[config.mk]
export PLATFORM = sky130hd
export DESIGN_NAME = sram_bank_ctrl
export DESIGN_NICKNAME = d
export VERILOG_FILES = /design/src/rtl/sram_ctrl_pkg.sv /design/src/rtl/sram_lane_map.sv /design/src/rtl/sram_read_merge.sv /design/src/rtl/sram_bank_ctrl.sv
export SDC_FILE = /design/constraint.sdc
export NUM_CORES = 1
export LEC_CHECK = 0
export ABC_AREA = 1
export BUFFER_PORTS_ARGS = -buffer_cell sky130_fd_sc_hd__clkbuf_2
export CAP_MARGIN = 20
export CORE_UTILIZATION = 47
export CTS_CLUSTER_SIZE = 8
export DETAILED_ROUTE_END_ITERATION = 16
export PLACE_DENSITY = 0.87
export SLEW_MARGIN = 20
export SYNTH_ARGS = -nofsm -noshare
export SYNTH_HDL_FRONTEND = slang
export SYNTH_SLANG_ARGS = --single-unit
[constraint.sdc]
create_clock -name clk -period 1.4 [get_ports clk]
set_input_delay 0.07 -clock clk [delete_from_list [all_inputs] [get_ports clk]]
set_output_delay 0.07 -clock clk [all_outputs]
set_load 0.1 [all_outputs]
[src/rtl/sram_ctrl_pkg.sv]
package sram_ctrl_pkg;

    localparam int unsigned LANES  = 4;
    localparam int unsigned BYTE_W = 8;
    localparam int unsigned WORD_W = LANES * BYTE_W;

    typedef enum logic [1:0] {
        MODE_W32  = 2'b00,
        MODE_W16  = 2'b01,
        MODE_W8   = 2'b10,
        MODE_W8_B = 2'b11
    } bus_mode_e;

    typedef enum logic [1:0] {
        PH_IDLE,
        PH_SETUP,
        PH_STROBE,
        PH_HOLD
    } phase_e;

    // Whole clock cycles that cover a minimum duration, never fewer than one.
    function automatic int unsigned ps_to_cycles(input int unsigned min_ps,
                                                 input int unsigned clk_ps);
        int unsigned n;
        n = (min_ps + clk_ps - 1) / clk_ps;
        return (n == 0) ? 1 : n;
    endfunction

endpackage

[src/rtl/sram_lane_map.sv]
module sram_lane_map
    import sram_ctrl_pkg::*;
#(
    parameter int unsigned ADDR_W = 19
) (
    input  logic [1:0]          mode,
    input  logic [ADDR_W+1:0]   haddr,
    input  logic [LANES-1:0]    be,
    input  logic [WORD_W-1:0]   wdata,
    output logic [ADDR_W-1:0]   maddr,
    output logic [1:0]          base,
    output logic [LANES-1:0]    cs_sel,
    output logic [LANES-1:0]    we_sel,
    output logic [WORD_W-1:0]   lane_data
);

    always_comb begin
        unique case (mode)
            MODE_W32: begin
                maddr  = haddr[ADDR_W+1:2];
                base   = 2'd0;
                cs_sel = 4'b1111;
            end
            MODE_W16: begin
                maddr  = haddr[ADDR_W:1];
                base   = {haddr[ADDR_W+1], 1'b0};
                cs_sel = haddr[ADDR_W+1] ? 4'b1100 : 4'b0011;
            end
            default: begin
                maddr  = haddr[ADDR_W-1:0];
                base   = haddr[ADDR_W+1:ADDR_W];
                cs_sel = 4'b0001 << haddr[ADDR_W+1:ADDR_W];
            end
        endcase
    end

    // Each physical lane takes the host byte at its offset from the base lane.
    for (genvar g = 0; g < LANES; g++) begin : g_lane
        logic [1:0] rel;
        assign rel = 2'(g) - base;
        assign lane_data[g*BYTE_W +: BYTE_W] = wdata[{rel, 3'b000} +: BYTE_W];
        assign we_sel[g] = cs_sel[g] & be[rel];
    end

endmodule

[src/rtl/sram_read_merge.sv]
module sram_read_merge
    import sram_ctrl_pkg::*;
(
    input  logic [1:0]        mode,
    input  logic [1:0]        base,
    input  logic [WORD_W-1:0] din,
    output logic [WORD_W-1:0] rdata
);

    for (genvar k = 0; k < LANES; k++) begin : g_byte
        logic [1:0] src;
        logic       keep;
        assign src  = 2'(k) + base;
        assign keep = (mode == MODE_W32) || ((mode == MODE_W16) && (k < 2)) || (k == 0);
        assign rdata[k*BYTE_W +: BYTE_W] = keep ? din[{src, 3'b000} +: BYTE_W] : '0;
    end

endmodule

[src/rtl/sram_bank_ctrl.sv]
module sram_bank_ctrl
    import sram_ctrl_pkg::*;
#(
    parameter int unsigned ADDR_W         = 19,
    parameter int unsigned CLK_PS         = 10000,
    parameter int unsigned ADDR_SETUP_PS  = 2000,
    parameter int unsigned WR_PULSE_PS    = 12000,
    parameter int unsigned RD_STROBE_PS   = 18000,
    parameter int unsigned WR_HOLD_PS     = 1000
) (
    input  logic                  clk,
    input  logic                  rst_n,
    input  logic                  req_valid,
    input  logic                  req_write,
    input  logic [ADDR_W+1:0]     req_addr,
    input  logic [31:0]           req_wdata,
    input  logic [3:0]            req_be,
    input  logic [1:0]            cfg_mode,
    output logic                  req_ack,
    output logic [31:0]           rsp_rdata,
    output logic [ADDR_W-1:0]     mem_addr,
    output logic [3:0]            mem_cs_n,
    output logic [3:0]            mem_we_n,
    output logic                  mem_oe_n,
    output logic [31:0]           mem_dout,
    input  logic [31:0]           mem_din,
    output logic                  mem_dq_oe
);

    localparam int unsigned SETUP_C = ps_to_cycles(ADDR_SETUP_PS, CLK_PS);
    localparam int unsigned WR_C    = ps_to_cycles(WR_PULSE_PS, CLK_PS);
    localparam int unsigned RD_C    = ps_to_cycles(RD_STROBE_PS, CLK_PS);
    localparam int unsigned HOLD_C  = ps_to_cycles(WR_HOLD_PS, CLK_PS);
    localparam int unsigned MAX_AB  = (SETUP_C > WR_C) ? SETUP_C : WR_C;
    localparam int unsigned MAX_CD  = (RD_C > HOLD_C) ? RD_C : HOLD_C;
    localparam int unsigned MAX_C   = (MAX_AB > MAX_CD) ? MAX_AB : MAX_CD;
    localparam int unsigned CNT_W   = $clog2(MAX_C + 1);

    typedef struct packed {
        phase_e                phase;
        logic [CNT_W-1:0]      cnt;
        logic                  wr;
        logic [1:0]            mode;
        logic [1:0]            base;
        logic [LANES-1:0]      we_sel;
        logic [ADDR_W-1:0]     addr;
        logic [WORD_W-1:0]     wdata;
        logic [LANES-1:0]      cs_n;
        logic [LANES-1:0]      we_n;
        logic                  oe_n;
        logic                  dq_oe;
        logic                  ack;
        logic [WORD_W-1:0]     rdata;
    } ctl_t;

    ctl_t ctl_d, ctl_q;

    logic [ADDR_W-1:0] map_addr;
    logic [1:0]        map_base;
    logic [LANES-1:0]  map_cs;
    logic [LANES-1:0]  map_we;
    logic [WORD_W-1:0] map_data;
    logic [WORD_W-1:0] rd_word;

    sram_lane_map #(.ADDR_W(ADDR_W)) i_map (
        .mode      (cfg_mode),
        .haddr     (req_addr),
        .be        (req_be),
        .wdata     (req_wdata),
        .maddr     (map_addr),
        .base      (map_base),
        .cs_sel    (map_cs),
        .we_sel    (map_we),
        .lane_data (map_data)
    );

    sram_read_merge i_merge (
        .mode  (ctl_q.mode),
        .base  (ctl_q.base),
        .din   (mem_din),
        .rdata (rd_word)
    );

    always_comb begin
        ctl_d     = ctl_q;
        ctl_d.ack = 1'b0;
        unique case (ctl_q.phase)
            PH_IDLE: begin
                // The acknowledge cycle doubles as the mandatory idle cycle.
                if (req_valid && !ctl_q.ack) begin
                    ctl_d.phase  = PH_SETUP;
                    ctl_d.cnt    = CNT_W'(SETUP_C - 1);
                    ctl_d.wr     = req_write;
                    ctl_d.mode   = cfg_mode;
                    ctl_d.base   = map_base;
                    ctl_d.we_sel = map_we & {LANES{req_write}};
                    ctl_d.addr   = map_addr;
                    ctl_d.wdata  = map_data;
                    ctl_d.cs_n   = ~map_cs;
                    ctl_d.dq_oe  = req_write;
                end
            end
            PH_SETUP: begin
                if (ctl_q.cnt == '0) begin
                    ctl_d.phase = PH_STROBE;
                    if (ctl_q.wr) begin
                        ctl_d.cnt  = CNT_W'(WR_C - 1);
                        ctl_d.we_n = ~ctl_q.we_sel;
                    end else begin
                        ctl_d.cnt  = CNT_W'(RD_C - 1);
                        ctl_d.oe_n = 1'b0;
                    end
                end else begin
                    ctl_d.cnt = ctl_q.cnt - 1'b1;
                end
            end
            PH_STROBE: begin
                if (ctl_q.cnt == '0) begin
                    if (ctl_q.wr) begin
                        ctl_d.phase = PH_HOLD;
                        ctl_d.cnt   = CNT_W'(HOLD_C - 1);
                        ctl_d.we_n  = '1;
                    end else begin
                        ctl_d.phase = PH_IDLE;
                        ctl_d.cs_n  = '1;
                        ctl_d.oe_n  = 1'b1;
                        ctl_d.ack   = 1'b1;
                        ctl_d.rdata = rd_word;
                    end
                end else begin
                    ctl_d.cnt = ctl_q.cnt - 1'b1;
                end
            end
            PH_HOLD: begin
                if (ctl_q.cnt == '0) begin
                    ctl_d.phase = PH_IDLE;
                    ctl_d.cs_n  = '1;
                    ctl_d.dq_oe = 1'b0;
                    ctl_d.ack   = 1'b1;
                end else begin
                    ctl_d.cnt = ctl_q.cnt - 1'b1;
                end
            end
            default: ctl_d.phase = PH_IDLE;
        endcase
    end

    always_ff @(posedge clk or negedge rst_n) begin
        if (!rst_n) begin
            ctl_q       <= '0;
            ctl_q.phase <= PH_IDLE;
            ctl_q.cs_n  <= '1;
            ctl_q.we_n  <= '1;
            ctl_q.oe_n  <= 1'b1;
        end else begin
            ctl_q <= ctl_d;
        end
    end

    assign req_ack   = ctl_q.ack;
    assign rsp_rdata = ctl_q.rdata;
    assign mem_addr  = ctl_q.addr;
    assign mem_cs_n  = ctl_q.cs_n;
    assign mem_we_n  = ctl_q.we_n;
    assign mem_oe_n  = ctl_q.oe_n;
    assign mem_dout  = ctl_q.wdata;
    assign mem_dq_oe = ctl_q.dq_oe;

endmodule

==> results of run 1 <==
[synth_stat cells, types with 9 or more instances]
master    number
o21ai_1       32
buf_2         27
nand3_1       74
a21oi_1       24
clkbuf_1      11
buf_4         98
dfrtp_1       98
nor2_1        47
dfstp_2        9
inv_1         53
a31oi_1       23
o21ai_0       68
nand2_1      315
[worst paths after layout]
check                      cells after the start                         to  slack, ns
setup reg to reg                               8  rsp_rdata[21]$_DFFE_PN0P_      -0.03
hold / removal                                 3   mem_addr[18]$_DFFE_PN0P_       0.02
min in group asynchronous                      3  rsp_rdata[24]$_DFFE_PN0P_       0.26
setup / recovery                               8  rsp_rdata[21]$_DFFE_PN0P_      -0.03
max in group asynchronous                      3    mem_cs_n[3]$_DFFE_PN1P_       0.75
hold reg to reg                                1    mem_we_n[3]$_DFFE_PN1P_       0.43
[metrics by stage]
stage	hold slack (ns)	util (%)	std cells
floorplan	-0.2256	-	917
global placement	0.07575	53.55	1186
detailed placement	0.08162	53.55	1186
CTS	0.001253	57.72	1227
global route	0.01938	58.71	1231
finish	0.01835	58.71	1231
[cells by family after synthesis]
family          count (synthesis)  share of synthesized area (%)
flops                         107                          40.56
compound gates                151                          12.04
buf+inv                       194                          17.08
mux                             8                          1.208
simple gates                  453                          28.29
fa+ha+maj                       3                         0.5663
xor+xnor                        1                         0.2454
[metal layers]
layer | vias up | GRT usage, % | routed length (um)
met2 | 353 | 44.25 | 9273
li1 | 3116 | - | -
met1 | 3066 | 31.01 | 7374
met5 | - | 0 | 0
met4 | 0 | 13.04 | 707
met3 | 67 | 5.755 | 1496
[repair_timing]
item | in CTS | in global routing
gates resized for setup | 17 | 37
gates cloned | 2 | 3
pin swaps | 6 | 10
endpoints found under the setup margin | 43 | 81
endpoints found under the hold margin | 118 | 0
hold buffers | 19 | 0
buffers inserted | 4 | 1
[placed cells by master, fill, tap and decap left out, types with 4 or more instances in the layout]
cell type,netlist,layout
nand2_1,315,306
clkbuf_2,0,177
dfrtp_1,98,96
nand3_1,74,70
o21ai_0,68,53
inv_1,53,49
nor2_1,47,43
o21ai_1,32,40
buf_4,98,35
a21oi_1,24,24
a31oi_1,23,23
dlygate4sd3_1,0,19
buf_12,0,16
nor2_4,2,10
nand2_2,4,10
clkbuf_16,0,10
o21ai_2,2,9
dfstp_2,9,9
mux2i_1,8,8
inv_2,4,6
nand2_4,1,4
nor2_2,4,4
nand3_2,0,4
[layout make-up]
cell class | instances | area, um2
sequential | 107 | 2694
tap | 180 | 225.2
multi-input combinational | 620 | 2979
inverter | 58 | 231.5
timing repair buffer | 250 | 1707
clock inverter | 3 | 21.27
fill | 1205 | 5709
clock buffer | 13 | 260.3
[state kept, by name (all words and copies together) (netlist names)]
| signal | flops |
|---|---|
| mem_oe_n | 1 |
| mem_dout | 32 |
| req_ack | 1 |
| mem_cs_n | 4 |
| ctl_q | 13 |
| mem_we_n | 4 |
| mem_dq_oe | 1 |
| mem_addr | 19 |
| rsp_rdata | 32 |
[tightest hold or removal path, delay by kind of cell]
kind	cells	cell delay, ns
AO/OA/AOI/OAI	1	0.08
buffers and inverters	1	0.11
AND/OR/NAND/NOR	1	0.06
==> flow_metrics.py, run 1 <==
metrics = {
    "final_layout": {
        "fin_area_um2": 8118,
        "nets": 1144,
        "area_growth_pct": 22.46,
        "diodes": 0,
        "drive_gt1_share_pct": 29.50,
    },
    "global_route": {
        "antenna_found_initial": 0,
        "grt_pass1_vias": 6210,
        "grt_overflow_total": 0,
        "grt_max_degree": 68,
        "gr-usage-all-layers_pct": 26.05,
        "grt_pass1_wl_mm": 29.76,
    },
    "timing": {
        "final.setup.tns_ns": -0.1489,
        "setup_viol": 10,
        "tightest_slew_ns": 0.5970,
        "min_period_ns": 1.431,
        "relSlewSlack_pct": 60.37,
        "slew_violations": 0,
        "fin_crit_sh_pct": 102.2,
        "finalHoldViolCount": 0,
        "fmax_ghz": 0.6989,
        "fin_ws_ns": -0.03074,
        "fin_skew_ns": 0.008012,
        "rsz0062_at_grt": "true",
    },
    "placed_design": {
        "gp_congestion": 0.9407,
        "pre_cts_ws_ns": -0.07156,
        "dpl_cell_area_um2": 7405,
        "port_buffers": 188,
        "dpl.hpwl_mm": 12.75,
    },
    "routing": {
        "ant_nets": 0,
        "vias_per_cell": 5.363,
        "drt_iter0_drc": 515,
        "wire_per_inst_um": 15.31,
        "drc": 0,
        "vias": 6602,
        "routed_wl_mm": 18.85,
        "first_pass_iters": 5,
    },
    "cts": {
        "cts-root-buf": "clkbuf_16",
        "cts_made_buffers": 9,
        "clockBufferDepth": 2,
        "clkTransAtPathRegs_ns": 0.07,
        "clkSinkCount": 107,
        "cts_tree": "built",
        "clock_latency_ns": 0.35,
        "h-tree-depth": 3,
    },
    "worst_setup_path": {
        "critical-path-top-delay-family": "simple AND/OR/NAND/NOR gates",
        "critPathLaunch": "ctl_q[104]$_DFFE_PN0P_",
        "cp.arrival_ns": 1.71,
        "path_cells": "inv_2 -> ha_4 -> nand2_4 -> nor2_4 -> nand2_4 -> nor2_8 -> inv_8 -> o21ai_2",
        "critPathKind": "reg2reg",
        "critPathLaunchType": "register",
        "cpMaxStageDelayCell": "dfrtp_1",
        "required_ns": 1.68,
        "slowest_delay_ns": 0.40,
        "reg2reg_from": "ctl_q[104]$_DFFE_PN0P_",
        "crit_fanout": 8,
        "cp_num_buf_inv": 2,
        "endpoint_kind": "register",
        "crit_top_cell": "nand2_4",
    },
    "min_path": {
        "hold_path_class": "in2reg",
        "min_from": "req_addr[18]",
    },
    "yosys": {
        "ys.warnings.count": 0,
        "avgSynthCellArea_um2": 7.229,
        "synth-edff-count": 0,
        "ys_types": 28,
        "synth_top_cell_by_area": "dfrtp_1",
        "async_flop_share_pct": 100.0,
        "synth_ff_type": "dfrtp_1",
        "synth_area_um2": 6629,
        "syn-num-nets": 1015,
        "synthTopCellsByArea": "dfrtp_1 (37%), nand2_1 (18%), buf_4 (11%), nand3_1 (5.6%), o21ai_0 (5.1%)",
        "synth_seq_cells": 107,
        "yosysTopAreaCellShare_pct": 37.00,
        "synth_cells": 917,
        "synth.yosys.seq_area_share_pct": 40.56,
    },
    "job": {
        "drv_cap": 0,
    },
    "floorplan": {
        "start_util_pct": 47.94,
        "die_area_um2": 14580,
        "rows": 43,
        "die_w_um": 120.8,
        "die_height_um": 120.8,
        "io_pins": 189,
        "core-area_um2": 13830,
    },
    "outcome": {
        "violations": "setup timing",
        "status": "finished, violations left",
    },
}
Power of run 1 is not shown: default switching activity piles up to over one toggle a cycle in this logic, so the estimate is an artifact.
==> run 2: changes to the inputs <==
Settings changed: SETUP_SLACK_MARGIN set to 0.05.
==> flow_metrics.py, run 2 (same netlist as run 1, synthesis figures left out) <==
metrics = {
    "worst_setup_path": {
        "critPathKind": "reg2reg",
        "required_ns": 1.63,
        "crit_fanout": 8,
        "cp.arrival_ns": 1.78,
        "critPathLaunchType": "register",
        "endpoint_kind": "register",
    },
    "outcome": {
        "status": "finished, violations left",
        "violations": "setup timing",
    },
    "timing": {
        "fin_crit_sh_pct": 111.2,
        "finalHoldViolCount": 0,
        "final.setup.tns_ns": -1.501,
        "fin_ws_ns": -0.1566,
        "tightest_slew_ns": 0.5828,
        "relSlewSlack_pct": 61.31,
        "fin_skew_ns": 0.009637,
        "slew_violations": 0,
        "rsz0062_at_grt": "true",
        "setup_viol": 43,
        "fmax_ghz": 0.6424,
        "min_period_ns": 1.557,
    },
    "floorplan": {
        "die_w_um": 120.8,
        "die_area_um2": 14580,
        "core-area_um2": 13830,
        "io_pins": 189,
        "start_util_pct": 47.94,
        "rows": 43,
        "die_height_um": 120.8,
    },
    "final_layout": {
        "area_growth_pct": 29.54,
        "final_common_cell": "nand2_1",
        "seqCellArea_um2": 2694,
        "drive_gt1_share_pct": 33.93,
        "fillers": 1102,
        "diodes": 0,
        "multi_input_comb_area_um2": 3163,
        "final_cell_mix": "nand2_1 (302), clkbuf_2 (177), dfrtp_1 (96)",
        "nets": 1157,
    },
    "cts": {
        "clkTransAtPathRegs_ns": 0.07,
        "clockBufferDepth": 2,
        "cts_made_buffers": 9,
        "clock_latency_ns": 0.35,
        "clkSinkCount": 107,
        "cts_tree": "built",
        "h-tree-depth": 3,
        "cts-root-buf": "clkbuf_16",
    },
    "routing": {
        "vias_per_cell": 5.559,
        "vias": 6915,
        "wire_per_inst_um": 17.28,
        "routed_wl_mm": 21.49,
        "first_pass_iters": 6,
        "drt_iter0_drc": 834,
        "drc": 0,
        "ant_nets": 0,
    },
    "placed_design": {
        "dpl.hpwl_mm": 12.91,
        "port_buffers": 188,
        "gp_congestion": 0.9528,
    },
    "job": {
        "drv_cap": 0,
    },
    "global_route": {
        "grt_overflow_total": 0,
        "gr-usage-all-layers_pct": 25.38,
        "antenna_found_initial": 0,
        "grt_max_degree": 69,
        "grt_pass1_vias": 5961,
        "grt_pass1_wl_mm": 28.86,
    },
    "min_path": {
        "hold_path_class": "in2reg",
    },
}
run 2: cell types whose count changed in the layout (fill, tap and decap cells not counted), sizes merged:
| cell | delta |
|---|---|
| clkbuf | +7 |
| buf | +7 |
| dlygate4sd3 | -1 |
| clkinv | +2 |
| clkinvlp | -2 |
run 2: worst paths after layout:
kind	endpoint	start	cells after the start	slack, ns
setup / recovery	mem_addr[8]$_DFFE_PN0P_	req_ack$_DFF_PN0_	6	-0.16
setup reg to reg	mem_addr[8]$_DFFE_PN0P_	req_ack$_DFF_PN0_	6	-0.16
min in group asynchronous	mem_addr[12]$_DFFE_PN0P_	rst_n	2	0.12
hold reg to reg	mem_we_n[0]$_DFFE_PN1P_	ctl_q[94]$_DFFE_PN0P_	1	0.43
hold / removal	mem_addr[4]$_DFFE_PN0P_	req_addr[4]	3	0.02
max in group asynchronous	mem_cs_n[1]$_DFFE_PN1P_	rst_n	3	0.71
run 2: cell type report:
type | count | share of cell area, %
sequential | 107 | 31.37
tap | 180 | 2.623
clock buffer | 13 | 3.264
multi-input combinational | 620 | 36.84
timing repair buffer | 263 | 22.89
inverter | 58 | 2.798
clock inverter | 3 | 0.2186
run 2: critical path, cell delays in order, from the launching register on:
cell and delay, ns:
dfrtp_4 0.49, nor2_4 0.18, nand2_8 0.13, clkinv_8 0.13
clkbuf_16 0.16, nor2_1 0.04, a31oi_1 0.29
run 2: layer usage:
| metal | vias up | wire, um | GRT usage [%] | share of wire (%) |
|---|---|---|---|---|
| li1 | 3147 | - | - | - |
| met3 | 110 | 2026 | 5.236 | 9.4 |
| met2 | 483 | 10110 | 42.24 | 47 |
| met4 | 0 | 1225 | 14.51 | 5.7 |
| met1 | 3175 | 8131 | 30.48 | 38 |
| met5 | - | 0 | 0 | 0 |
run 2: per-stage QoR:
step	worst slack, ns	util, %	cell area (um2)	cells	hold WS (ns)
global placement	0.02964	53.62	7413	1183	-0.06378
CTS	-0.01114	57.65	7971	1223	0.0006022
global route	-0.2074	62.10	8587	1244	0.02347
detailed placement	-0.02650	53.62	7413	1183	-0.06014
finish	-0.1566	62.10	8587	1244	0.01888
floorplan	0.003044	-	6728	917	-0.2256
run 2: timing repair:
action                                 4_1_cts  5_1_grt
resized for setup                           11       83
setup endpoints to repair                   47       94
setup buffers                                4        5
gates cloned                                 2       16
pin swaps                                    5       27
endpoints found under the hold margin      114        0
hold buffers                                18        0
Power of run 2 is left out for the same reason.
